File: config.mk
export PLATFORM = sky130hd
export DESIGN_NAME = pccard_seq
export DESIGN_NICKNAME = d
export VERILOG_FILES = /design/src/rtl/pccard_pkg.sv /design/src/rtl/pccard_rst_sync.sv /design/src/rtl/pccard_wait_sync.sv /design/src/rtl/pccard_decode.sv /design/src/rtl/pccard_seq.sv
export SDC_FILE = /design/constraint.sdc
export NUM_CORES = 1
export LEC_CHECK = 0
export BUFFER_PORTS_ARGS = -buffer_cell sky130_fd_sc_hd__clkbuf_2
export CAP_MARGIN = 20
export CORE_MARGIN = 5
export CORE_UTILIZATION = 55
export CTS_CLUSTER_SIZE = 10
export DETAILED_ROUTE_END_ITERATION = 10
export PLACE_DENSITY_LB_ADDON = 0.2
export SYNTH_ARGS = -nofsm -noshare
export SYNTH_HDL_FRONTEND = slang
export SYNTH_SLANG_ARGS = --single-unit
File: constraint.sdc
create_clock -name clk -period 7.05 [get_ports clk]
set_input_delay 1.41 -clock clk [delete_from_list [all_inputs] [get_ports clk]]
set_output_delay 1.41 -clock clk [all_outputs]
set_load 0.02 [all_outputs]
File: src/rtl/pccard_pkg.sv
package pccard_pkg;

  typedef enum logic [1:0] {
    SP_COMMON = 2'd0,
    SP_ATTR   = 2'd1,
    SP_IO     = 2'd2,
    SP_RSVD   = 2'd3
  } space_e;

  typedef enum logic [2:0] {
    ST_IDLE,
    ST_SETUP,
    ST_ACCESS,
    ST_STRETCH,
    ST_TAIL,
    ST_HOLD,
    ST_ACK,
    ST_REFUSE
  } state_e;

  localparam int unsigned TAIL_CYCLES   = 4;
  localparam int unsigned MIN_WAIT_LEN  = 5;
  localparam int unsigned SYNC_STAGES   = 2;

endpackage

File: src/rtl/pccard_rst_sync.sv
module pccard_rst_sync #(
  parameter int unsigned STAGES = 2
) (
  input  logic clk,
  input  logic rst_n,
  output logic rst_sync_n
);

  logic [STAGES-1:0] chain_q;

  always_ff @(posedge clk or negedge rst_n) begin
    if (!rst_n) begin
      chain_q <= '0;
    end else begin
      chain_q <= {chain_q[STAGES-2:0], 1'b1};
    end
  end

  assign rst_sync_n = chain_q[STAGES-1];

endmodule

File: src/rtl/pccard_wait_sync.sv
module pccard_wait_sync #(
  parameter int unsigned STAGES = 2
) (
  input  logic clk,
  input  logic rst_n,
  input  logic async_i,
  output logic sync_o
);

  logic [STAGES-1:0] sh_q;

  // Idle level of the wait line is high, so the chain resets to ones.
  always_ff @(posedge clk or negedge rst_n) begin
    if (!rst_n) begin
      sh_q <= '1;
    end else begin
      sh_q <= {sh_q[STAGES-2:0], async_i};
    end
  end

  assign sync_o = sh_q[STAGES-1];

endmodule

File: src/rtl/pccard_decode.sv
module pccard_decode
  import pccard_pkg::*;
(
  input  logic [1:0] space_i,
  input  logic       byte_i,
  input  logic       addr0_i,
  output logic       ce2_n_o,
  output logic       reg_n_o,
  output logic       a0_o,
  output logic       io_o,
  output logic       refuse_o
);

  always_comb begin
    io_o     = (space_i == 2'(SP_IO));
    reg_n_o  = (space_i == 2'(SP_COMMON));
    // Byte lanes: word uses both enables, byte uses only the low enable.
    ce2_n_o  = byte_i;
    a0_o     = byte_i & addr0_i;
    refuse_o = (space_i == 2'(SP_RSVD)) | (io_o & byte_i);
  end

endmodule

File: src/rtl/pccard_seq.sv
module pccard_seq
  import pccard_pkg::*;
#(
  parameter int unsigned AW = 11,
  parameter int unsigned DW = 16,
  parameter int unsigned LW = 8
) (
  input  logic          clk,
  input  logic          rst_n,
  input  logic          req_valid,
  input  logic [1:0]    req_space,
  input  logic          req_write,
  input  logic          req_byte,
  input  logic [AW-1:0] req_addr,
  input  logic [DW-1:0] req_wdata,
  output logic          req_ready,
  output logic          rsp_ack,
  output logic          rsp_err,
  output logic [DW-1:0] rsp_rdata,
  input  logic [LW-1:0] cfg_common_len,
  input  logic [LW-1:0] cfg_attr_len,
  input  logic [LW-1:0] cfg_io_len,
  input  logic          cfg_wait_en,
  output logic          card_ce1_n,
  output logic          card_ce2_n,
  output logic          card_reg_n,
  output logic          card_oe_n,
  output logic          card_we_n,
  output logic          card_iord_n,
  output logic          card_iowr_n,
  output logic [AW-1:0] card_addr,
  output logic [DW-1:0] card_dout,
  output logic          card_dout_en,
  input  logic [DW-1:0] card_din,
  input  logic          card_wait_n
);

  localparam int unsigned HALF = DW / 2;
  localparam int unsigned TW   = $clog2(TAIL_CYCLES);
  localparam int unsigned LX   = LW + 1;

  // ---------------------------------------------------------------- reset/sync
  logic rst_core_n;
  logic wait_s;

  pccard_rst_sync #(.STAGES(SYNC_STAGES)) u_rst_sync (
    .clk        (clk),
    .rst_n      (rst_n),
    .rst_sync_n (rst_core_n)
  );

  pccard_wait_sync #(.STAGES(SYNC_STAGES)) u_wait_sync (
    .clk     (clk),
    .rst_n   (rst_core_n),
    .async_i (card_wait_n),
    .sync_o  (wait_s)
  );

  // ---------------------------------------------------------------- request decode
  logic dec_ce2_n, dec_reg_n, dec_a0, dec_io, dec_refuse;

  pccard_decode u_decode (
    .space_i  (req_space),
    .byte_i   (req_byte),
    .addr0_i  (req_addr[0]),
    .ce2_n_o  (dec_ce2_n),
    .reg_n_o  (dec_reg_n),
    .a0_o     (dec_a0),
    .io_o     (dec_io),
    .refuse_o (dec_refuse)
  );

  // ---------------------------------------------------------------- state
  state_e          state_q, state_d;
  logic [LW-1:0]   cnt_q, cnt_d;
  logic [TW-1:0]   tail_q, tail_d;
  logic [LW-1:0]   len_q;
  logic            wen_q, write_q, byte_q, io_q, ce2_n_q, reg_n_q;
  logic [AW-1:0]   addr_q;
  logic [DW-1:0]   wdata_q, rdata_q;

  logic            accept, load_en, cap_en;
  logic [LW-1:0]   raw_len, eff_len;
  logic            in_window, last_access, wait_hit;
  logic [DW-1:0]   rdata_d;

  assign req_ready = (state_q == ST_IDLE);
  assign accept    = req_ready & req_valid;
  assign load_en   = accept & ~dec_refuse;

  // Length of the access phase for the requested space, with floors applied.
  always_comb begin
    unique case (req_space)
      2'(SP_ATTR): raw_len = cfg_attr_len;
      2'(SP_IO):   raw_len = cfg_io_len;
      default:     raw_len = cfg_common_len;
    endcase
    if (cfg_wait_en) begin
      eff_len = (raw_len < LW'(MIN_WAIT_LEN)) ? LW'(MIN_WAIT_LEN) : raw_len;
    end else begin
      eff_len = (raw_len == '0) ? LW'(1) : raw_len;
    end
  end

  assign in_window   = ({1'b0, cnt_q} + LX'(TAIL_CYCLES)) < {1'b0, len_q};
  assign last_access = (cnt_q == (len_q - LW'(1)));
  assign wait_hit    = wen_q & ~wait_s & in_window;
  assign rdata_d     = byte_q ? {{(DW-HALF){1'b0}}, card_din[HALF-1:0]} : card_din;

  always_comb begin
    state_d = state_q;
    cnt_d   = cnt_q;
    tail_d  = tail_q;
    cap_en  = 1'b0;
    unique case (state_q)
      ST_IDLE: begin
        if (accept) begin
          state_d = dec_refuse ? ST_REFUSE : ST_SETUP;
        end
      end
      ST_SETUP: begin
        state_d = ST_ACCESS;
        cnt_d   = '0;
      end
      ST_ACCESS: begin
        if (wait_hit) begin
          state_d = ST_STRETCH;
        end else if (last_access) begin
          state_d = ST_HOLD;
          cap_en  = 1'b1;
        end else begin
          cnt_d = cnt_q + LW'(1);
        end
      end
      ST_STRETCH: begin
        if (wait_s) begin
          state_d = ST_TAIL;
          tail_d  = '0;
        end
      end
      ST_TAIL: begin
        if (tail_q == TW'(TAIL_CYCLES - 1)) begin
          state_d = ST_HOLD;
          cap_en  = 1'b1;
        end else begin
          tail_d = tail_q + TW'(1);
        end
      end
      ST_HOLD:   state_d = ST_ACK;
      ST_ACK:    state_d = ST_IDLE;
      ST_REFUSE: state_d = ST_IDLE;
      default:   state_d = ST_IDLE;
    endcase
  end

  always_ff @(posedge clk or negedge rst_core_n) begin
    if (!rst_core_n) begin
      state_q <= ST_IDLE;
      cnt_q   <= '0;
      tail_q  <= '0;
    end else begin
      state_q <= state_d;
      cnt_q   <= cnt_d;
      tail_q  <= tail_d;
    end
  end

  always_ff @(posedge clk or negedge rst_core_n) begin
    if (!rst_core_n) begin
      len_q   <= LW'(1);
      wen_q   <= 1'b0;
      write_q <= 1'b0;
      byte_q  <= 1'b0;
      io_q    <= 1'b0;
      ce2_n_q <= 1'b1;
      reg_n_q <= 1'b1;
      addr_q  <= '0;
      wdata_q <= '0;
    end else if (load_en) begin
      len_q   <= eff_len;
      wen_q   <= cfg_wait_en;
      write_q <= req_write;
      byte_q  <= req_byte;
      io_q    <= dec_io;
      ce2_n_q <= dec_ce2_n;
      reg_n_q <= dec_reg_n;
      addr_q  <= {req_addr[AW-1:1], dec_a0};
      wdata_q <= req_byte ? {{(DW-HALF){1'b0}}, req_wdata[HALF-1:0]} : req_wdata;
    end
  end

  always_ff @(posedge clk or negedge rst_core_n) begin
    if (!rst_core_n) begin
      rdata_q <= '0;
    end else if (cap_en) begin
      rdata_q <= rdata_d;
    end
  end

  // ---------------------------------------------------------------- outputs
  logic ce_act, strobe_act;

  assign ce_act     = (state_q == ST_SETUP) | (state_q == ST_ACCESS) |
                      (state_q == ST_STRETCH) | (state_q == ST_TAIL) |
                      (state_q == ST_HOLD);
  assign strobe_act = (state_q == ST_ACCESS) | (state_q == ST_STRETCH) |
                      (state_q == ST_TAIL);

  assign card_ce1_n   = ~ce_act;
  assign card_ce2_n   = ce_act ? ce2_n_q : 1'b1;
  assign card_reg_n   = ce_act ? reg_n_q : 1'b1;
  assign card_oe_n    = ~(strobe_act & ~io_q & ~write_q);
  assign card_we_n    = ~(strobe_act & ~io_q &  write_q);
  assign card_iord_n  = ~(strobe_act &  io_q & ~write_q);
  assign card_iowr_n  = ~(strobe_act &  io_q &  write_q);
  assign card_addr    = addr_q;
  assign card_dout    = wdata_q;
  assign card_dout_en = ce_act & write_q;

  assign rsp_ack   = (state_q == ST_ACK) | (state_q == ST_REFUSE);
  assign rsp_err   = (state_q == ST_REFUSE);
  assign rsp_rdata = rdata_q;

endmodule

==> run_results.csv, run 1 <==
group,metric,value,unit
sta,min_period,3560,ps
drt,avgViaCountPerCell,5.36,
synth,synth_top_cell_by_area,"dfrtp_1",
finish,final_cells,607,
finish,final_util,69.5,%
finish,layout-drive-gt1-share,39.8,%
pwr,cellPowerDensity,448,nW/um^2
global_routing,grt_pass1_wl,15300,um
synth,synthTopCellsByArea,"dfrtp_1 43%, mux2_2 8.4%, ha_1 5.0%",
drt,ant_nets,0,
drt,drtIter0Drc,106,
pwr,p_total,2.23,mW
placed_design,dp.cells,590,
synth,syn_area_per_cell,10.6,sq um
setup_path,timing.critical_path.mode_cell,"nor2_1",
synth,synth_edf_count,0,
setup_path,crit_arrival,2150,ps
floorplan,core,7180,sq um
pwr,p_sw,0.950,mW
sta,finalSetupViolCount,0,
floorplan,rows,31,
flow_run,cap_viol_max_count,0,
finish,final_nets,595,
pwr,vdd_ir_drop_max,0.000278,V
pwr,p_int,1.28,mW
placed_design,place_congestion,0.845,
floorplan,initial_utilization,56.2,%
global_routing,grt-ovfl-total,0,
sta,skew,8.48,ps
synth,ys_ff_latch,74,
global_routing,grt_max_degree,59,
cts,htreeDepth,3,
synth,yosysTopAreaCellShare,42.8,%
floorplan,io_pins,130,
synth,async_reset_ff_share,100,%
floorplan,die_area,9140,sq um
finish,final_cell_mix,"129 x clkbuf_2, 68 x dfrtp_1, 42 x nand2_1",
pwr,p_sw_share,42.5,%
setup_path,end_kind,"output pin",
pwr,p_leak,2.50,nW
synth,synth_nets,471,
sta,tns,0,ps
synth,postSynthCellCount,379,
pwr,clockPowerShare,17.1,%
pwr,pwr-share-seq,36.3,%
outcome,status,"completed",
synth,yosys.cell_types.count,56,
cts,clock-sinks,74,
finish,fill_cells,560,
global_routing,antenna_found_initial,0,
drt,vias,3251,
sta,drv_slew,0,
setup_path,critical_path_class,"reg2out",
synth,syn-cell-area,4030,sq um
cts,clock_path_buffers,2,
worst_hold_path,hold_path_class,"reg2async",
floorplan,die_w,95.6,um
setup_path,worstPathRequired,5640,ps
synth,yosysWarnings,0,
cts,ctsResizeCount,0,
drt,drc,0,
cts,cts-root-buf,"clkbuf_8",
placed_design,post-dp-hpwl,7280,um
sta,max-slew-margin-rel,33.7,%
global_routing,grt_pass1_vias,3226,
cts,cts_inserted_buffers,9,
cts,cts_tree,"built",
global_routing,grt_use_total,21.6,%
finish,n_antenna_cell,0,
synth,synth-main-ff-cell,"dfrtp_1",
setup_path,setup.worst_path.start_class,"register",
sta,rsz0062_at_grt,"false",
floorplan,die_h,95.6,um
pwr,combinationalPowerShare,46.6,%
placed_design,numPortBuffers,129,
cts,path_clk_slew,80,ps
setup_path,path_max_fanout,20,
setup_path,crit_chain,"inv_1, nor2_1, or2_2, nor2_1, clkbuf_2",
cts,postCtsSetupBuffers,0,
finish,syn2layout_area_growth,23.8,%
sta,finalHoldViolations,0,
sta,worst_pin_slew,995,ps
synth,ys_seq_area_share,46.1,%
cts,clk_latency,350,ps
drt,wl_per_cell,15.5,um
setup_path,cpPeakStageDelay,760,ps
sta,period_share,50.4,%
cts,cts-hold-fix-buffers,0,
sta,fmax,281,MHz
drt,firstDrtPassIters,4,
finish,final_common_cell,"clkbuf_2",
drt,routed_wl,9380,um
setup_path,crit_slowest_cell,"dfrtp_1",
[stage by stage]
step                      setup WS (ps)  cell area (sq um)  hold WS [ps]
after global placement             3290               4730           310
after global routing               3330               4990           370
after detailed placement           3140               4730           317
after floorplan                    4000               4030           331
final                              3490               4990           295
after CTS                          3520               4960           321
[critical path: cells and delay by family (launching register included)]
kind,cells,cell delay [ps]
buffers and inverters,2,410
flip-flops,1,760
AND/OR/NAND/NOR,3,640
[registers in the layout (all words and copies together), names as in the netlist]
signal,cells
u_rst_sync.chain_q,2
card_dout,16
rsp_rdata,16
state_q,3
ce2_n_q,1
cnt_q,8
io_q,1
u_wait_sync.sh_q,2
wen_q,1
tail_q,2
write_q,1
card_addr,11
reg_n_q,1
len_q,8
byte_q,1
[power groups by stage]
| stage | sequential (mW) | clock [mW] | combinational [mW] |
|---|---|---|---|
| 6_report | 0.810 | 0.382 | 1.04 |
| 4_1_cts | 0.807 | 0.390 | 1.05 |
| 3_5_place_dp | 0.809 | 0 | 1.05 |
| 2_1_floorplan | 0.880 | 0 | 0.658 |
| 3_3_place_gp | 0.802 | 0 | 1.01 |
| 5_1_grt | 0.842 | 0.409 | 1.15 |
[cell usage after synthesis, drive strengths merged, types with 3 or more instances]
| master | instances |
|---|---|
| or2 | 3 |
| dfrtp | 69 |
| inv | 16 |
| nor3b | 3 |
| o21bai | 3 |
| nand2 | 43 |
| mux2 | 40 |
| nor3 | 8 |
| o21ai | 26 |
| ha | 16 |
| nand3 | 4 |
| clkbuf | 11 |
| xnor2 | 10 |
| nor2 | 12 |
| buf | 8 |
| nor2b | 12 |
| o31ai | 3 |
| a22oi | 4 |
| and4 | 3 |
| nor4 | 3 |
| a211oi | 7 |
| a22o | 4 |
| mux2i | 8 |
| xor2 | 3 |
| o211ai | 3 |
| nand2b | 11 |
| or3 | 5 |
| a31oi | 3 |
| a21oi | 8 |
| dfstp | 5 |
[per-layer routing]
layer  routed length [um]  track usage (%)  vias to the layer above
li1                     -                -                     1588
met1                 3940             27.8                     1536
met2                 4640             35.5                      118
met3                  699             6.39                        9
met4                  101             5.69                        0
met5                    0                0                        -
[cells by family (layout without fill, tap and decap cells)]
logic type / count (synthesis) / after routing / share of synthesized area [%]
simple gates: 114 / 114 / 14.3
compound gates: 77 / 77 / 13.6
other cells: 1 / 1 / 0.0930
xor+xnor: 13 / 13 / 2.83
fa+ha+maj: 17 / 17 / 5.22
buf+inv: 35 / 164 / 3.82
mux: 48 / 48 / 14.1
flops: 74 / 74 / 46.1
[layout make-up]
cell class / instances / area [sq um] / area share, %
Tap cell: 99 / 124 / 2.48
Timing Repair Buffer: 132 / 688 / 13.8
Sequential cell: 74 / 1860 / 37.3
Clock inverter: 6 / 97.6 / 1.96
Inverter: 16 / 60.1 / 1.20
Clock buffer: 10 / 138 / 2.76
Multi-Input combinational cell: 270 / 2020 / 40.5
[final timing paths]
path	start	end	slack (ps)	depth (start not counted)
setup / recovery	state_q[2]$_DFFE_PN0P_	card_dout_en	3490	5
setup reg to reg	cnt_q[2]$_DFFE_PN0P_	rsp_rdata[2]$_DFFE_PN0P_	3550	10
hold / removal	u_rst_sync.chain_q[1]$_DFF_PN0_	tail_q[1]$_DFFE_PN0P_	290	0
max in group asynchronous	u_rst_sync.chain_q[1]$_DFF_PN0_	u_wait_sync.sh_q[0]$_DFF_PN1_	5790	1
min in group clk	u_wait_sync.sh_q[0]$_DFF_PN1_	u_wait_sync.sh_q[1]$_DFF_PN1_	360	0
hold reg to reg	u_rst_sync.chain_q[1]$_DFF_PN0_	tail_q[1]$_DFFE_PN0P_	290	0
Note: power is estimated with default switching activity, not from simulation.
==> inputs of run 2 (changes only) <==
--- a/config.mk
+++ b/config.mk
@@ -8,7 +8,7 @@
 export BUFFER_PORTS_ARGS = -buffer_cell sky130_fd_sc_hd__clkbuf_2
 export CAP_MARGIN = 20
 export CORE_MARGIN = 5
-export CORE_UTILIZATION = 55
+export CORE_UTILIZATION = 51
 export CTS_CLUSTER_SIZE = 10
 export DETAILED_ROUTE_END_ITERATION = 10
 export PLACE_DENSITY_LB_ADDON = 0.2
==> constraint.sdc (replaced) <==
create_clock -name clk -period 3.3 [get_ports clk]
set_input_delay 0.66 -clock clk [delete_from_list [all_inputs] [get_ports clk]]
set_output_delay 0.66 -clock clk [all_outputs]
set_load 0.02 [all_outputs]
==> run 2 against run 1 <==
Compared with the run above: clock skew about the same; utilization is 4.6 points lower; global-route usage is 0.86 points lower; sequential power up 110%; sequential share of layout area is 0.22 points lower; clock-buffer cell count did not move; critical endpoint is now rsp_rdata[2]$_DFFE_PN0P_; combinational power up 120%; critical path depth grew 6; routed wire length rose by 2.7%.
==> run_results.csv, run 2 (synthesis results as in run 1) <==
group,metric,value,unit
cts,cts_tree,"built",
cts,postCtsSetupBuffers,0,
cts,htreeDepth,3,
pwr,cellPowerDensity,965,nW/um^2
cts,path_clk_slew,80,ps
setup_path,crit_slowest_cell,"dfrtp_1",
pwr,p_leak,2.52,nW
pwr,vdd_ir_drop_max,0.000467,V
drt,wl_per_cell,15.7,um
global_routing,grt_pass1_wl,16500,um
floorplan,initial_utilization,52.2,%
global_routing,antenna_found_initial,0,
placed_design,place_congestion,0.857,
finish,fin_area,5020,sq um
finish,syn2layout_area_growth,24.6,%
drt,routed_wl,9630,um
floorplan,io_pins,130,
sta,max-slew-margin-rel,58.0,%
finish,layout-drive-gt1-share,40.4,%
sta,rsz0062_at_grt,"false",
placed_design,post-dp-hpwl,7570,um
drt,vias,3265,
finish,final_nets,600,
setup_path,end_kind,"register",
cts,cts-hold-fix-buffers,0,
global_routing,grt_pass1_vias,3439,
sta,min_period,2990,ps
flow_run,cap_viol_max_count,0,
finish,fill_cells,643,
setup_path,worstPathRequired,3530,ps
cts,clk_latency,350,ps
finish,multi_input_comb_area,2030,sq um
worst_hold_path,hold_path_class,"in2async",
placed_design,dpl_cell_area,4780,sq um
setup_path,timing.critical_path.mode_cell,"ha_1",
sta,period_share,90.7,%
finish,final_common_cell,"clkbuf_2",
cts,cts_inserted_buffers,9,
cts,cts-root-buf,"clkbuf_8",
sta,worst_pin_slew,624,ps
setup_path,critical_path_class,"reg2reg",
cts,clock-sinks,74,
sta,skew,8.13,ps
sta,fmax,334,MHz
setup_path,path_max_fanout,16,
sta,drv_slew,0,
sta,finalSetupViolCount,0,
floorplan,die_w,98.9,um
drt,drtIter0Drc,102,
setup_path,setup.worst_path.start_class,"register",
floorplan,rows,32,
finish,regArea,1860,sq um
placed_design,numPortBuffers,129,
floorplan,core,7730,sq um
cts,clock_path_buffers,2,
finish,final_cell_mix,"129 x clkbuf_2, 68 x dfrtp_1, 42 x nand2_1",
sta,tns,0,ps
floorplan,die_h,98.9,um
global_routing,grt_use_total,20.7,%
outcome,status,"completed",
finish,n_antenna_cell,0,
setup_path,crit_arrival,3220,ps
setup_path,crit_chain,"ha_1, and3_1, xor2_1, ha_1, o21a_1, o21ai_0, a31oi_1, o21bai_2, o31ai_4, buf_4, mux2_2",
drt,ant_nets,0,
global_routing,grt_max_degree,35,
setup_path,cpPeakStageDelay,450,ps
setup_path,cp.buffers_inverters,1,
floorplan,die_area,9780,sq um
pwr,p_total,4.85,mW
sta,finalHoldViolations,0,
drt,firstDrtPassIters,4,
drt,drc,0,
setup_path,critPathTopFamily,"compound AO/OA/AOI/OAI gates",
drt,avgViaCountPerCell,5.31,
global_routing,grt-ovfl-total,0,
run 2: per-stage QoR:
stage / utilization (%) / worst slack, ps / instances / hold WS, ps
3_5_place_dp: 61.8 / 330 / 599 / 155
3_3_place_gp: 61.8 / 426 / 599 / 148
6_report: 65.0 / 307 / 615 / 82.1
4_1_cts: 64.9 / 324 / 615 / 64.5
5_1_grt: 65.0 / 4.88 / 615 / 61.1
2_1_floorplan: - / 496 / 379 / 331
run 2: area by class of cell:
type	instances	area share (%)
repair buffers	137	14.1
flip-flops and latches	74	37.0
inverters	16	1.20
multi-input cells	270	40.4
clock inverters	6	2.24
clock buffers	10	2.54
well taps	102	2.54
run 2: worst paths after layout:
| kind | slack (ps) | cells past startpoint | to | start |
|---|---|---|---|---|
| min in group clk | 360 | 0 | u_rst_sync.chain_q[1]$_DFF_PN0_ | u_rst_sync.chain_q[0]$_DFF_PN0_ |
| setup / recovery | 310 | 11 | rsp_rdata[2]$_DFFE_PN0P_ | cnt_q[3]$_DFFE_PN0P_ |
| hold / removal | 80 | 1 | u_rst_sync.chain_q[1]$_DFF_PN0_ | rst_n |
| hold reg to reg | 160 | 0 | write_q$_DFFE_PN0P_ | u_rst_sync.chain_q[1]$_DFF_PN0_ |
| setup reg to reg | 310 | 11 | rsp_rdata[2]$_DFFE_PN0P_ | cnt_q[3]$_DFFE_PN0P_ |
| max in group asynchronous | 2390 | 1 | u_wait_sync.sh_q[1]$_DFF_PN1_ | u_rst_sync.chain_q[1]$_DFF_PN0_ |
run 2: worst register-to-register path, cell delays in order, from the launching register on:
cell and delay (ps):
dfrtp_1 450, ha_1 270, and3_1 250, xor2_1 160
ha_1 310, o21a_1 120, o21ai_0 70, a31oi_1 250
o21bai_2 150, o31ai_4 180, buf_4 300, mux2_2 370
run 2: repair_timing:
| item | in CTS | in global routing |
|---|---|---|
| resized for setup | 0 | 1 |
| hold endpoints to repair | 0 | 0 |
| endpoints found under the setup margin | 0 | 2 |
run 2: per-layer routing:
metal  wire length (um)  up-vias  GRT usage (%)  share of wire [%]
met3                785       10           6.02                8.1
met4                136        0           6.93                1.4
met1               4220     1534           27.6                 44
li1                   -     1602              -                  -
met5                  0        -              0                  0
met2               4490      119           32.4                 47
run 2: where the power goes:
part           total (mW)  internal (mW)  switching [mW]
Sequential           1.67           1.31           0.361
Combinational        2.32          0.990            1.33
Clock               0.847          0.505           0.342
==> inputs of run 3 (changes only) <==
--- a/config.mk
+++ b/config.mk
@@ -14,4 +14,5 @@
 export PLACE_DENSITY_LB_ADDON = 0.2
 export SYNTH_ARGS = -nofsm -noshare
 export SYNTH_HDL_FRONTEND = slang
+export SYNTH_HIERARCHICAL = 1
 export SYNTH_SLANG_ARGS = --single-unit
==> run 3 against run 2 <==
Compared with the run above: sequential cell count is the same; clock-buffer cell count is the same; combinational power shrank 11%; sequential power is essentially flat; maximum frequency grew 0.68%; cell area shrank 2.0%; worst setup slack gained 20 ps; first-iteration DRC count grew 17%.
==> run_results.csv, run 3 <==
group,metric,value,unit
synth,synth_commonest_cells,"69 x dfrtp_1, 35 x mux2_2, 33 x nand2_1, 19 x o21ai_0",
pwr,combinationalPowerShare,45.7,%
setup_path,end_kind,"register",
sta,rsz0062_at_grt,"false",
synth,synth_top_cell_by_area,"dfrtp_1",
finish,final_util,64.3,%
synth,synth_edf_count,0,
sta,finalHoldViolations,0,
synth,syn-cell-area,3980,sq um
placed_design,place_congestion,0.887,
finish,final_cell_mix,"129 x clkbuf_2, 68 x dfrtp_1, 35 x mux2_2",
finish,regArea,1860,sq um
cts,htreeDepth,3,
outcome,status,"completed",
placed_design,post-dp-hpwl,7040,um
floorplan,die_w,98.4,um
floorplan,rows,32,
pwr,vdd_ir_drop_max,0.000467,V
finish,n_antenna_cell,0,
setup_path,crit_arrival,3210,ps
cts,path_clk_slew,90,ps
drt,wl_per_cell,15.4,um
sta,fmax,336,MHz
synth,yosysWarnings,6,
cts,ctsResizeCount,0,
placed_design,numPortBuffers,129,
pwr,p_int,2.65,mW
floorplan,die_h,98.4,um
pwr,clockPowerShare,18.0,%
sta,tns,0,ps
cts,clk_latency,350,ps
finish,syn2layout_area_growth,23.5,%
pwr,pwr-share-seq,36.3,%
floorplan,initial_utilization,52.1,%
cts,clock_path_buffers,2,
drt,firstDrtPassIters,4,
floorplan,io_pins,130,
synth,async_reset_ff_share,100,%
sta,min_period,2970,ps
synth,ys_ff_latch,74,
sta,max-slew-margin-rel,46.2,%
global_routing,grt-ovfl-total,0,
global_routing,grt_pass1_wl,15800,um
sta,skew,12.6,ps
drt,drc,0,
worst_hold_path,hold_path_class,"in2async",
flow_run,cap_viol_max_count,0,
setup_path,worstPathRequired,3540,ps
global_routing,grt_use_total,20.0,%
global_routing,grt_pass1_vias,3262,
cts,cts-hold-fix-buffers,0,
synth,syn_area_per_cell,10.8,sq um
finish,fill_cells,629,
drt,avgViaCountPerCell,5.25,
cts,cts_inserted_buffers,9,
finish,final_common_cell,"clkbuf_2",
cts,cts-root-buf,"clkbuf_8",
floorplan,die_area,9670,sq um
pwr,p_total,4.50,mW
synth,synth_nets,458,
cts,postCtsSetupBuffers,0,
pwr,p_sw,1.85,mW
global_routing,antenna_found_initial,0,
drt,vias,3144,
drt,ant_nets,0,
drt,routed_wl,9200,um
synth,yosysTopAreaCellShare,43.4,%
synth,ys_seq_area_share,46.7,%
pwr,p_leak,2.42,nW
global_routing,grt_max_degree,55,
synth,yosysMostFrequentCell,"dfrtp_1",
pwr,p_sw_share,41.2,%
synth,synthTopCellsByArea,"dfrtp_1 43%, mux2_2 9.9%, ha_1 4.4%",
sta,worst_pin_slew,804,ps
sta,drv_slew,0,
drt,drtIter0Drc,119,
synth,synth-main-ff-cell,"dfrtp_1",
finish,multi_input_comb_area,1960,sq um
setup_path,setup.worst_path.start_class,"register",
finish,final_nets,582,
sta,finalSetupViolCount,0,
setup_path,path_max_fanout,16,
pwr,cellPowerDensity,916,nW/um^2
setup_path,critical_path_class,"reg2reg",
cts,cts_tree,"built",
synth,yosys.cell_types.count,59,
sta,period_share,90.1,%
finish,layout-drive-gt1-share,41.9,%
synth,postSynthCellCount,368,
floorplan,core,7650,sq um
cts,clock-sinks,74,
run 3: through the flow:
stage | cell area, sq um | setup WS [ps] | hold WS, ps | std cells
2_1_floorplan | 3980 | 587 | 331 | 368
3_3_place_gp | 4680 | 408 | 267 | 583
3_5_place_dp | 4680 | 320 | 266 | 583
4_1_cts | 4920 | 323 | 51.7 | 599
5_1_grt | 4920 | 9.99 | 44.2 | 599
6_report | 4920 | 327 | 66.9 | 599
run 3: final timing paths:
kind / start / end / slack, ps / cells after the start
setup / recovery: cnt_q[2]$_DFFE_PN0P_ / rsp_rdata[5]$_DFFE_PN0P_ / 330 / 10
hold / removal: rst_n / u_rst_sync/chain_q[0]$_DFF_PN0_ / 70 / 1
setup reg to reg: cnt_q[2]$_DFFE_PN0P_ / rsp_rdata[5]$_DFFE_PN0P_ / 330 / 10
hold reg to reg: u_rst_sync/chain_q[1]$_DFF_PN0_ / card_addr[7]$_DFFE_PN0P_ / 240 / 0
max in group asynchronous: u_rst_sync/chain_q[1]$_DFF_PN0_ / u_wait_sync/sh_q[0]$_DFF_PN1_ / 2270 / 1
min in group clk: u_wait_sync/sh_q[0]$_DFF_PN1_ / u_wait_sync/sh_q[1]$_DFF_PN1_ / 360 / 0
run 3: power by group through the flow:
stage / combinational (mW) / clock (mW) / sequential [mW]
after global placement: 2.02 / 0 / 1.63
after detailed placement: 2.06 / 0 / 1.65
after global routing: 2.26 / 0.873 / 1.71
final: 2.06 / 0.811 / 1.64
after floorplan: 1.23 / 0 / 1.86
after CTS: 2.07 / 0.832 / 1.64
run 3: layer usage:
metal / wire, um / global-route usage, % / up-vias / part of all wire, %
li1: - / - / 1552 / -
met1: 3970 / 26.1 / 1489 / 43
met2: 4550 / 32.0 / 94 / 49
met3: 601 / 6.36 / 9 / 6.5
met4: 86 / 5.67 / 0 / 0.93
met5: 0 / 0 / - / 0
run 3: critical path, stage by stage, from the launching register on:
cell	delay (ps)
dfrtp_1	420
ha_1	260
and3_1	220
xor2_1	150
ha_1	300
o21a_1	110
o21ai_0	70
a31oi_1	230
o211a_1	200
a32o_2	490
mux2_2	410
run 3: cell families (layout without fill, tap and decap cells):
| group | count (synthesis) | count (layout) | synth area share, % |
|---|---|---|---|
| xor gates and xnor gates | 13 | 13 | 2.86 |
| AOI/OAI and AO/OA | 68 | 68 | 12.5 |
| and+or+nand+nor | 111 | 111 | 14.4 |
| DFF | 74 | 74 | 46.7 |
| buffers and inverters | 37 | 166 | 4.15 |
| other | 1 | 1 | 0.0942 |
| muxes | 49 | 49 | 14.7 |
| adders and majority gates | 15 | 15 | 4.65 |
run 3: area by class of cell:
class	instances	area share [%]
tap	102	2.60
clock buffer	10	2.80
multi-input combinational	257	39.8
sequential	74	37.8
clock inverter	6	1.93
timing repair buffer	133	13.7
inverter	17	1.30
